File: src/rtl/pal_pkg.sv
package pal_pkg;

  localparam int MAX_SYM_W = 8;

  // Mismatch between two symbol codes (zero-extended to MAX_SYM_W).
  // comp = 0: mismatch when the codes differ.
  // comp = 1: match only when one code is the bitwise inverse of the other.
  function automatic logic sym_mismatch(input logic [MAX_SYM_W-1:0] a,
                                        input logic [MAX_SYM_W-1:0] b,
                                        input logic comp,
                                        input int w);
    logic [MAX_SYM_W-1:0] mask;
    mask = MAX_SYM_W'((1 << w) - 1);
    if (comp) return ((a ^ ~b) & mask) != '0;
    else      return ((a ^ b) & mask) != '0;
  endfunction

endpackage

File: src/rtl/pal_window.sv
module pal_window #(
  parameter int SYM_W = 2,
  parameter int WIN   = 16,
  parameter int IDX_W = 16,
  parameter int CW    = 4
) (
  input  logic                   clk,
  input  logic                   rst,
  input  logic                   in_valid,
  input  logic [SYM_W-1:0]       in_sym,
  input  logic                   in_comp,
  input  logic [CW-1:0]          in_thresh,
  output logic                   w_valid,
  output logic                   w_comp,
  output logic [CW-1:0]          w_thresh,
  output logic [IDX_W-1:0]       w_start,
  output logic [WIN*SYM_W-1:0]   w_flat
);
  localparam int FILL_W = $clog2(WIN);

  // Shift register with no reset, so it can map to shift-register primitives.
  logic [SYM_W-1:0]  win [WIN];
  logic [FILL_W-1:0] fill;
  logic [IDX_W-1:0]  idx;
  logic              full;

  assign full = (fill == FILL_W'(WIN - 1));

  always_ff @(posedge clk) begin
    if (in_valid) begin
      for (int i = 0; i < WIN - 1; i++) win[i] <= win[i+1];
      win[WIN-1] <= in_sym;
    end
  end

  always_ff @(posedge clk) begin
    if (rst) begin
      fill     <= '0;
      idx      <= '0;
      w_valid  <= 1'b0;
      w_comp   <= 1'b0;
      w_thresh <= '0;
      w_start  <= '0;
    end else begin
      w_valid <= in_valid && full;
      if (in_valid) begin
        idx      <= idx + IDX_W'(1);
        if (!full) fill <= fill + FILL_W'(1);
        w_start  <= idx - IDX_W'(WIN - 1);
        w_comp   <= in_comp;
        w_thresh <= in_thresh;
      end
    end
  end

  for (genvar g = 0; g < WIN; g++) begin : g_flat
    assign w_flat[g*SYM_W +: SYM_W] = win[g];
  end

  // Two windows completed on consecutive edges start one symbol apart.
  p_start_step_r7: assert property (@(posedge clk) disable iff (rst)
    (w_valid && $past(w_valid)) |-> (w_start == $past(w_start) + IDX_W'(1)));

  // An idle input cycle never yields a window.
  p_idle_no_window_r2: assert property (@(posedge clk) disable iff (rst)
    !in_valid |=> !w_valid);

endmodule

File: src/rtl/pal_compare.sv
module pal_compare
  import pal_pkg::*;
#(
  parameter int SYM_W = 2,
  parameter int WIN   = 16,
  parameter int IDX_W = 16,
  parameter int CW    = 4,
  localparam int H    = WIN / 2
) (
  input  logic                 clk,
  input  logic                 rst,
  input  logic                 w_valid,
  input  logic                 w_comp,
  input  logic [CW-1:0]        w_thresh,
  input  logic [IDX_W-1:0]     w_start,
  input  logic [WIN*SYM_W-1:0] w_flat,
  output logic                 c_valid,
  output logic [H-1:0]         c_mism,
  output logic [CW-1:0]        c_thresh,
  output logic [IDX_W-1:0]     c_start
);
  logic [H-1:0] mism_d;

  // Pair j: j places left of centre against j places right of centre.
  for (genvar j = 1; j <= H; j++) begin : g_pair
    logic [SYM_W-1:0] lhs, rhs;
    assign lhs = w_flat[(H-j)*SYM_W +: SYM_W];
    assign rhs = w_flat[(H+j-1)*SYM_W +: SYM_W];
    assign mism_d[j-1] = sym_mismatch(MAX_SYM_W'(lhs), MAX_SYM_W'(rhs),
                                      w_comp, SYM_W);
  end

  always_ff @(posedge clk) begin
    if (rst) begin
      c_valid  <= 1'b0;
      c_mism   <= '0;
      c_thresh <= '0;
      c_start  <= '0;
    end else begin
      c_valid  <= w_valid;
      c_mism   <= mism_d;
      c_thresh <= w_thresh;
      c_start  <= w_start;
    end
  end

  // Compare results appear exactly one edge after their window.
  p_cmp_follow_r2: assert property (@(posedge clk) disable iff (rst)
    c_valid |-> $past(w_valid));

endmodule

File: src/rtl/pal_stage.sv
module pal_stage #(
  parameter int IDX_W = 16,
  parameter int CW    = 4,
  parameter int H     = 8,
  parameter int J     = 1
) (
  input  logic              clk,
  input  logic              rst,
  input  logic              p_valid,
  input  logic [H-1:0]      p_mism,
  input  logic [CW-1:0]     p_thresh,
  input  logic [IDX_W-1:0]  p_start,
  input  logic [CW-1:0]     p_sum,
  input  logic [H*CW-1:0]   p_counts,
  output logic              q_valid,
  output logic [H-1:0]      q_mism,
  output logic [CW-1:0]     q_thresh,
  output logic [IDX_W-1:0]  q_start,
  output logic [CW-1:0]     q_sum,
  output logic [H*CW-1:0]   q_counts
);
  logic [CW-1:0] sum_d;
  assign sum_d = p_sum + CW'(p_mism[J-1]);

  always_ff @(posedge clk) begin
    if (rst) begin
      q_valid  <= 1'b0;
      q_mism   <= '0;
      q_thresh <= '0;
      q_start  <= '0;
      q_sum    <= '0;
      q_counts <= '0;
    end else begin
      q_valid  <= p_valid;
      q_mism   <= p_mism;
      q_thresh <= p_thresh;
      q_start  <= p_start;
      q_sum    <= sum_d;
      // Slot J-1 is still empty on arrival; tap the running sum into it.
      q_counts <= p_counts | ((H*CW)'(sum_d) << ((J - 1) * CW));
    end
  end

  // A half-length J window cannot hold more than J mismatching pairs.
  p_sum_bound_r3: assert property (@(posedge clk) disable iff (rst)
    q_valid |-> (q_sum <= CW'(J)));

endmodule

File: src/rtl/pal_flags.sv
module pal_flags #(
  parameter int IDX_W = 16,
  parameter int CW    = 4,
  parameter int H     = 8
) (
  input  logic              clk,
  input  logic              rst,
  input  logic              f_valid,
  input  logic [H-1:0]      f_mism,
  input  logic [CW-1:0]     f_thresh,
  input  logic [IDX_W-1:0]  f_start,
  input  logic [CW-1:0]     f_sum,
  input  logic [H*CW-1:0]   f_counts,
  output logic              out_valid,
  output logic [IDX_W-1:0]  out_start,
  output logic [H*CW-1:0]   out_count,
  output logic [H-1:0]      out_flag
);
  logic [H-1:0] flag_d;

  for (genvar j = 0; j < H; j++) begin : g_flag
    assign flag_d[j] = (f_counts[j*CW +: CW] <= f_thresh);
  end

  always_ff @(posedge clk) begin
    if (rst) begin
      out_valid <= 1'b0;
      out_start <= '0;
      out_count <= '0;
      out_flag  <= '0;
    end else begin
      out_valid <= f_valid;
      out_start <= f_start;
      out_count <= f_counts;
      out_flag  <= flag_d;
    end
  end

  // The full-length total equals the number of failing pair compares.
  p_total_r3: assert property (@(posedge clk) disable iff (rst)
    f_valid |-> ((f_sum == CW'($countones(f_mism))) &&
                 (f_counts[(H-1)*CW +: CW] == f_sum)));

  // Nothing is reported on the first cycle after a reset.
  p_reset_clear_r9: assert property (@(posedge clk) disable iff (rst)
    $past(rst) |-> !out_valid);

  for (genvar j = 1; j < H; j++) begin : g_mono
    logic [CW-1:0] cur, prv;
    assign cur = out_count[j*CW +: CW];
    assign prv = out_count[(j-1)*CW +: CW];

    p_count_step_r8: assert property (@(posedge clk) disable iff (rst)
      out_valid |-> ((cur >= prv) && ((cur - prv) <= CW'(1))));

    // A longer length within threshold implies the shorter one is too.
    p_flag_mono_r6: assert property (@(posedge clk) disable iff (rst)
      (out_valid && out_flag[j]) |-> out_flag[j-1]);
  end

endmodule

File: src/rtl/pal_mirror_scan.sv
module pal_mirror_scan #(
  parameter int SYM_W = 2,
  parameter int WIN   = 16,
  parameter int IDX_W = 16,
  localparam int H    = WIN / 2,
  localparam int CW   = $clog2(H + 1)
) (
  input  logic              clk,
  input  logic              rst,
  input  logic              in_valid,
  input  logic [SYM_W-1:0]  in_sym,
  input  logic              in_comp,
  input  logic [CW-1:0]     in_thresh,
  output logic              out_valid,
  output logic [IDX_W-1:0]  out_start,
  output logic [H*CW-1:0]   out_count,
  output logic [H-1:0]      out_flag
);
  logic                 w_valid, w_comp;
  logic [CW-1:0]        w_thresh;
  logic [IDX_W-1:0]     w_start;
  logic [WIN*SYM_W-1:0] w_flat;

  logic                 ch_valid  [H+1];
  logic [H-1:0]         ch_mism   [H+1];
  logic [CW-1:0]        ch_thresh [H+1];
  logic [IDX_W-1:0]     ch_start  [H+1];
  logic [CW-1:0]        ch_sum    [H+1];
  logic [H*CW-1:0]      ch_counts [H+1];

  pal_window #(.SYM_W(SYM_W), .WIN(WIN), .IDX_W(IDX_W), .CW(CW)) u_win (
    .clk(clk), .rst(rst),
    .in_valid(in_valid), .in_sym(in_sym), .in_comp(in_comp), .in_thresh(in_thresh),
    .w_valid(w_valid), .w_comp(w_comp), .w_thresh(w_thresh),
    .w_start(w_start), .w_flat(w_flat)
  );

  pal_compare #(.SYM_W(SYM_W), .WIN(WIN), .IDX_W(IDX_W), .CW(CW)) u_cmp (
    .clk(clk), .rst(rst),
    .w_valid(w_valid), .w_comp(w_comp), .w_thresh(w_thresh),
    .w_start(w_start), .w_flat(w_flat),
    .c_valid(ch_valid[0]), .c_mism(ch_mism[0]),
    .c_thresh(ch_thresh[0]), .c_start(ch_start[0])
  );

  assign ch_sum[0]    = '0;
  assign ch_counts[0] = '0;

  for (genvar j = 1; j <= H; j++) begin : g_chain
    pal_stage #(.IDX_W(IDX_W), .CW(CW), .H(H), .J(j)) u_stage (
      .clk(clk), .rst(rst),
      .p_valid(ch_valid[j-1]), .p_mism(ch_mism[j-1]), .p_thresh(ch_thresh[j-1]),
      .p_start(ch_start[j-1]), .p_sum(ch_sum[j-1]), .p_counts(ch_counts[j-1]),
      .q_valid(ch_valid[j]), .q_mism(ch_mism[j]), .q_thresh(ch_thresh[j]),
      .q_start(ch_start[j]), .q_sum(ch_sum[j]), .q_counts(ch_counts[j])
    );
  end

  pal_flags #(.IDX_W(IDX_W), .CW(CW), .H(H)) u_flags (
    .clk(clk), .rst(rst),
    .f_valid(ch_valid[H]), .f_mism(ch_mism[H]), .f_thresh(ch_thresh[H]),
    .f_start(ch_start[H]), .f_sum(ch_sum[H]), .f_counts(ch_counts[H]),
    .out_valid(out_valid), .out_start(out_start),
    .out_count(out_count), .out_flag(out_flag)
  );

endmodule

File: config.mk
export PLATFORM = sky130hd
export DESIGN_NAME = pal_mirror_scan
export DESIGN_NICKNAME = d
export VERILOG_FILES = /design/src/rtl/pal_pkg.sv /design/src/rtl/pal_window.sv /design/src/rtl/pal_compare.sv /design/src/rtl/pal_stage.sv /design/src/rtl/pal_flags.sv /design/src/rtl/pal_mirror_scan.sv
export SDC_FILE = /design/constraint.sdc
export NUM_CORES = 1
export LEC_CHECK = 0
export BUFFER_PORTS_ARGS = -buffer_cell sky130_fd_sc_hd__buf_2
export CAP_MARGIN = 15
export CORE_MARGIN = 10
export CORE_UTILIZATION = 55
export DETAILED_ROUTE_END_ITERATION = 6
export GPL_ROUTABILITY_DRIVEN = 0
export PLACE_DENSITY_LB_ADDON = 0.05
export SLEW_MARGIN = 20
export SYNTH_ARGS = -nofsm -noshare
export SYNTH_HDL_FRONTEND = slang
export SYNTH_SLANG_ARGS = --single-unit
File: constraint.sdc
create_clock -name clk -period 2.25 [get_ports clk]
set_input_delay 0.45 -clock clk [delete_from_list [all_inputs] [get_ports clk]]
set_output_delay 0.45 -clock clk [all_outputs]
set_load 0.01 [all_outputs]
==> reports/metrics.yaml <==
finalSetupTns_ns: 0
detail_route.iter0.violations: 210
clk_transition_reported_paths_ns: 0.06
post_cts_resize_count: 0
dp_hpwl_mm: 10.93
timing.critical_path.arrival_ns: 2.24
worst_slew_pin_slew_ns: 0.6149
cts_hold_repair.buffers: 0
worstReg2RegStart: "u_win.idx[6]"
number_of_antenna_violations_at_the_first_check_in_global_routing: 0
clk_root_buffer_cell: "sky130_fd_sc_hd__clkbuf_16"
clock_sinks: 446
design_power_total_mw: 15.74
min_period_over_period_pct: 81.34
required_ns: 2.66
post_dr_wirelength_cell_um: 10.96
fp.coreArea_um2: 24960
clkLatencyLatePin_ns: 0.52
rows: 58
setup_crit_start_kind: "flip-flop"
cts_setup_buffers: 0
detail_route.drc_violations: 0
starting_density_pct: 55.48
grt_overflow: 0
grt.total_usage_pct: 11.02
yosysWarnings: 0
worstRegToRegCells: 4
vias_per_cell: 4.463
worstHoldPathType: "input port to flip-flop"
vdd_ir_drop_max_v: 0.0006001
reg2reg_slack_ns: 0.42
final_wl_mm: 17.49
fin_area_um2: 16010
number_of_enable_flip_flop_cells_after_synthesis: 32
grt_pass1_vias: 6607
met3_length_mm: 1.079
clock_tree.htree_level_count: 2
p_per_area_nw_per_um2: 983.6
holdCritStartpoint: "in_sym[1]"
hold_viol_final: 0
kind_of_end_point_of_the_critical_path: "flip-flop"
setup_viol_count_final: 0
grt_setup_unrepaired: "no"
critical_path.startpoint: "u_win.idx[6]"
worstReg2RegEnd: "u_win.idx[15]"
fp.dieH_um: 178.7
final_util_pct: 64.12
final_layout_size_suffix_gt1_share_pct: 12.49
syn_to_final_growth_pct: 15.57
min_period_ns: 1.830
cap_viol_max_count: 0
num-nets-final: 1283
boundaryPins: 67
largest_net_degree_at_the_start_of_global_routing: 68
synth.yosys.seq_area_share_pct: 66.78
tritoncts: "built"
slew_viol_final: 0
grt_pass1_wl_mm: 29.81
status: "complete, no violations"
critPathMaxFanout: 10
yosys_most_used_dff: "sky130_fd_sc_hd__dfxtp_1"
layout_common_cells: "sky130_fd_sc_hd__dfxtp_1 (414), sky130_fd_sc_hd__nor2b_1 (351), sky130_fd_sc_hd__nor2_1 (59), sky130_fd_sc_hd__buf_2 (59), sky130_fd_sc_hd__clkbuf_16 (45)"
ys_async_sr_fraction_pct: 0
postSynthRegisterBits: 446
fin_skew_ns: 0.007934
timing_worst_setup_path_type: "flip-flop to flip-flop"
ant_nets: 0
die_area_um2: 31930
number_of_clock_buffers_inserted_by_tritoncts: 43
synth.avg_cell_area_um2: 11.87
placed_area_um2: 14550
clockBufferDepth: 3
buffer_ports.inserted: 60
syn-instance-count: 1167
dr.pass1.iters: 4
worstHoldEndpoint: "u_win.win[1][15]"
timing.hold.worst_path_depth: 1
max-slew-margin-rel_pct: 58.69
syn-cell-area_um2: 13850
routed-wl-met2_mm: 7.817
leakage_nw: 6.671
mostFrequentLayoutCell: "sky130_fd_sc_hd__dfxtp_1"
die-width_um: 178.7
synth.lib_cells_used.distinct: 39
antenna_cells_inserted: 0
maxClockFrequency_ghz: 0.5464
vias: 7118
routed.top_layer: "met4"
routedLengthMet1_mm: 8.155
[area by class of cell]
| class | instances | area [µm²] |
|---|---|---|
| tap | 330 | 412.9 |
| inverter | 15 | 56.30 |
| clock buffer | 63 | 1284 |
| multi-input combinational | 644 | 4265 |
| timing repair buffer | 82 | 563.0 |
| sequential | 446 | 9249 |
| clock inverter | 15 | 177.7 |
| fill | 1967 | 8956 |
[worst max-delay path, stage by stage (launching register included)]
cell and delay [ns]:
sky130_fd_sc_hd__dfxtp_1 0.58, sky130_fd_sc_hd__nand4_2 0.25, sky130_fd_sc_hd__nor4_2 0.46, sky130_fd_sc_hd__nand3_1 0.15
sky130_fd_sc_hd__mux2_2 0.28
[report_power, final]
| part | internal, mW | leakage (nW) | switching (mW) |
|---|---|---|---|
| Sequential | 8.16 | 3.67 | 0.0651 |
| Combinational | 0.155 | 2.28 | 0.209 |
| Clock | 4.41 | 0.717 | 2.75 |
[how the worst max path moves through the flow]
stage	cells after the start	end	slack [ns]
2_1_floorplan	5	u_win.w_start[12]	0.64
3_3_place_gp	4	u_win.idx[13]	0.48
3_5_place_dp	4	u_win.idx[15]	0.42
4_1_cts	4	u_win.idx[15]	0.41
5_1_grt	4	u_win.idx[15]	0.27
6_report	4	u_win.idx[15]	0.42
[metal layers]
layer	vias to the layer above	GRT usage (%)
met3	44	3.075
met5	-	0
met4	0	4.375
met1	3118	13.54
li1	3844	-
met2	112	18.05
[stage by stage]
stage,instances,hold slack (ns),setup WS (ns)
2_1_floorplan,1172,0.4138,0.6437
3_3_place_gp,1517,0.4166,0.4770
3_5_place_dp,1517,0.4204,0.4205
4_1_cts,1595,0.09028,0.4146
5_1_grt,1595,0.09519,0.2699
6_report,1595,0.1081,0.4200
[registers in the layout (all words and copies together) (netlist names), 4 cells and up]
signal                    flops
g_chain.u_stage.q_valid       8
u_win.w_start                12
u_flags.out_count            26
g_chain.u_stage.q_counts     73
g_chain.u_stage.q_start     128
u_win.win                    32
g_chain.u_stage.q_sum        20
u_cmp.c_start                16
u_win.idx                    16
u_flags.out_flag              8
g_chain.u_stage.q_thresh     32
u_cmp.c_mism                  8
g_chain.u_stage.q_mism       35
u_win.w_thresh                4
u_win.fill                    4
u_cmp.c_thresh                4
u_flags.out_start            16
[synth_stat cells (all sizes together), types with 2 or more instances]
master  instances  area (µm²)
mux2            2       22.52
clkbuf         50       187.7
ha             41       513.0
dfxtp         414        8288
and3           12       75.07
nand3          16       80.08
xor2           32       280.3
inv            15       56.30
mux2i           7       70.07
nand4          12       81.33
edfxtp         32       960.9
xnor2          17       148.9
a211oi          9       72.57
nor2           59       221.5
or3             2       12.51
o21bai          2       15.01
nor3           23       115.1
o21ai          13       65.06
nor4            8       71.32
buf            17       111.4
nand2           9       33.78
nor2b         351        2196
a21oi          15       75.07
[cells by family (layout without fill, tap and decap cells)]
kind of cell,Yosys count,in the layout,share of synthesized area [%]
and+or+nand+nor,497,497,21.26
DFF,446,446,66.78
buffers and inverters,82,175,2.565
xor gates and xnor gates,49,49,3.098
AOI/OAI and AO/OA,42,42,1.897
adders and majority gates,41,41,3.704
muxes,9,9,0.6685
other,1,6,0.02707
No activity file was read; power rests on OpenSTA's default activity.
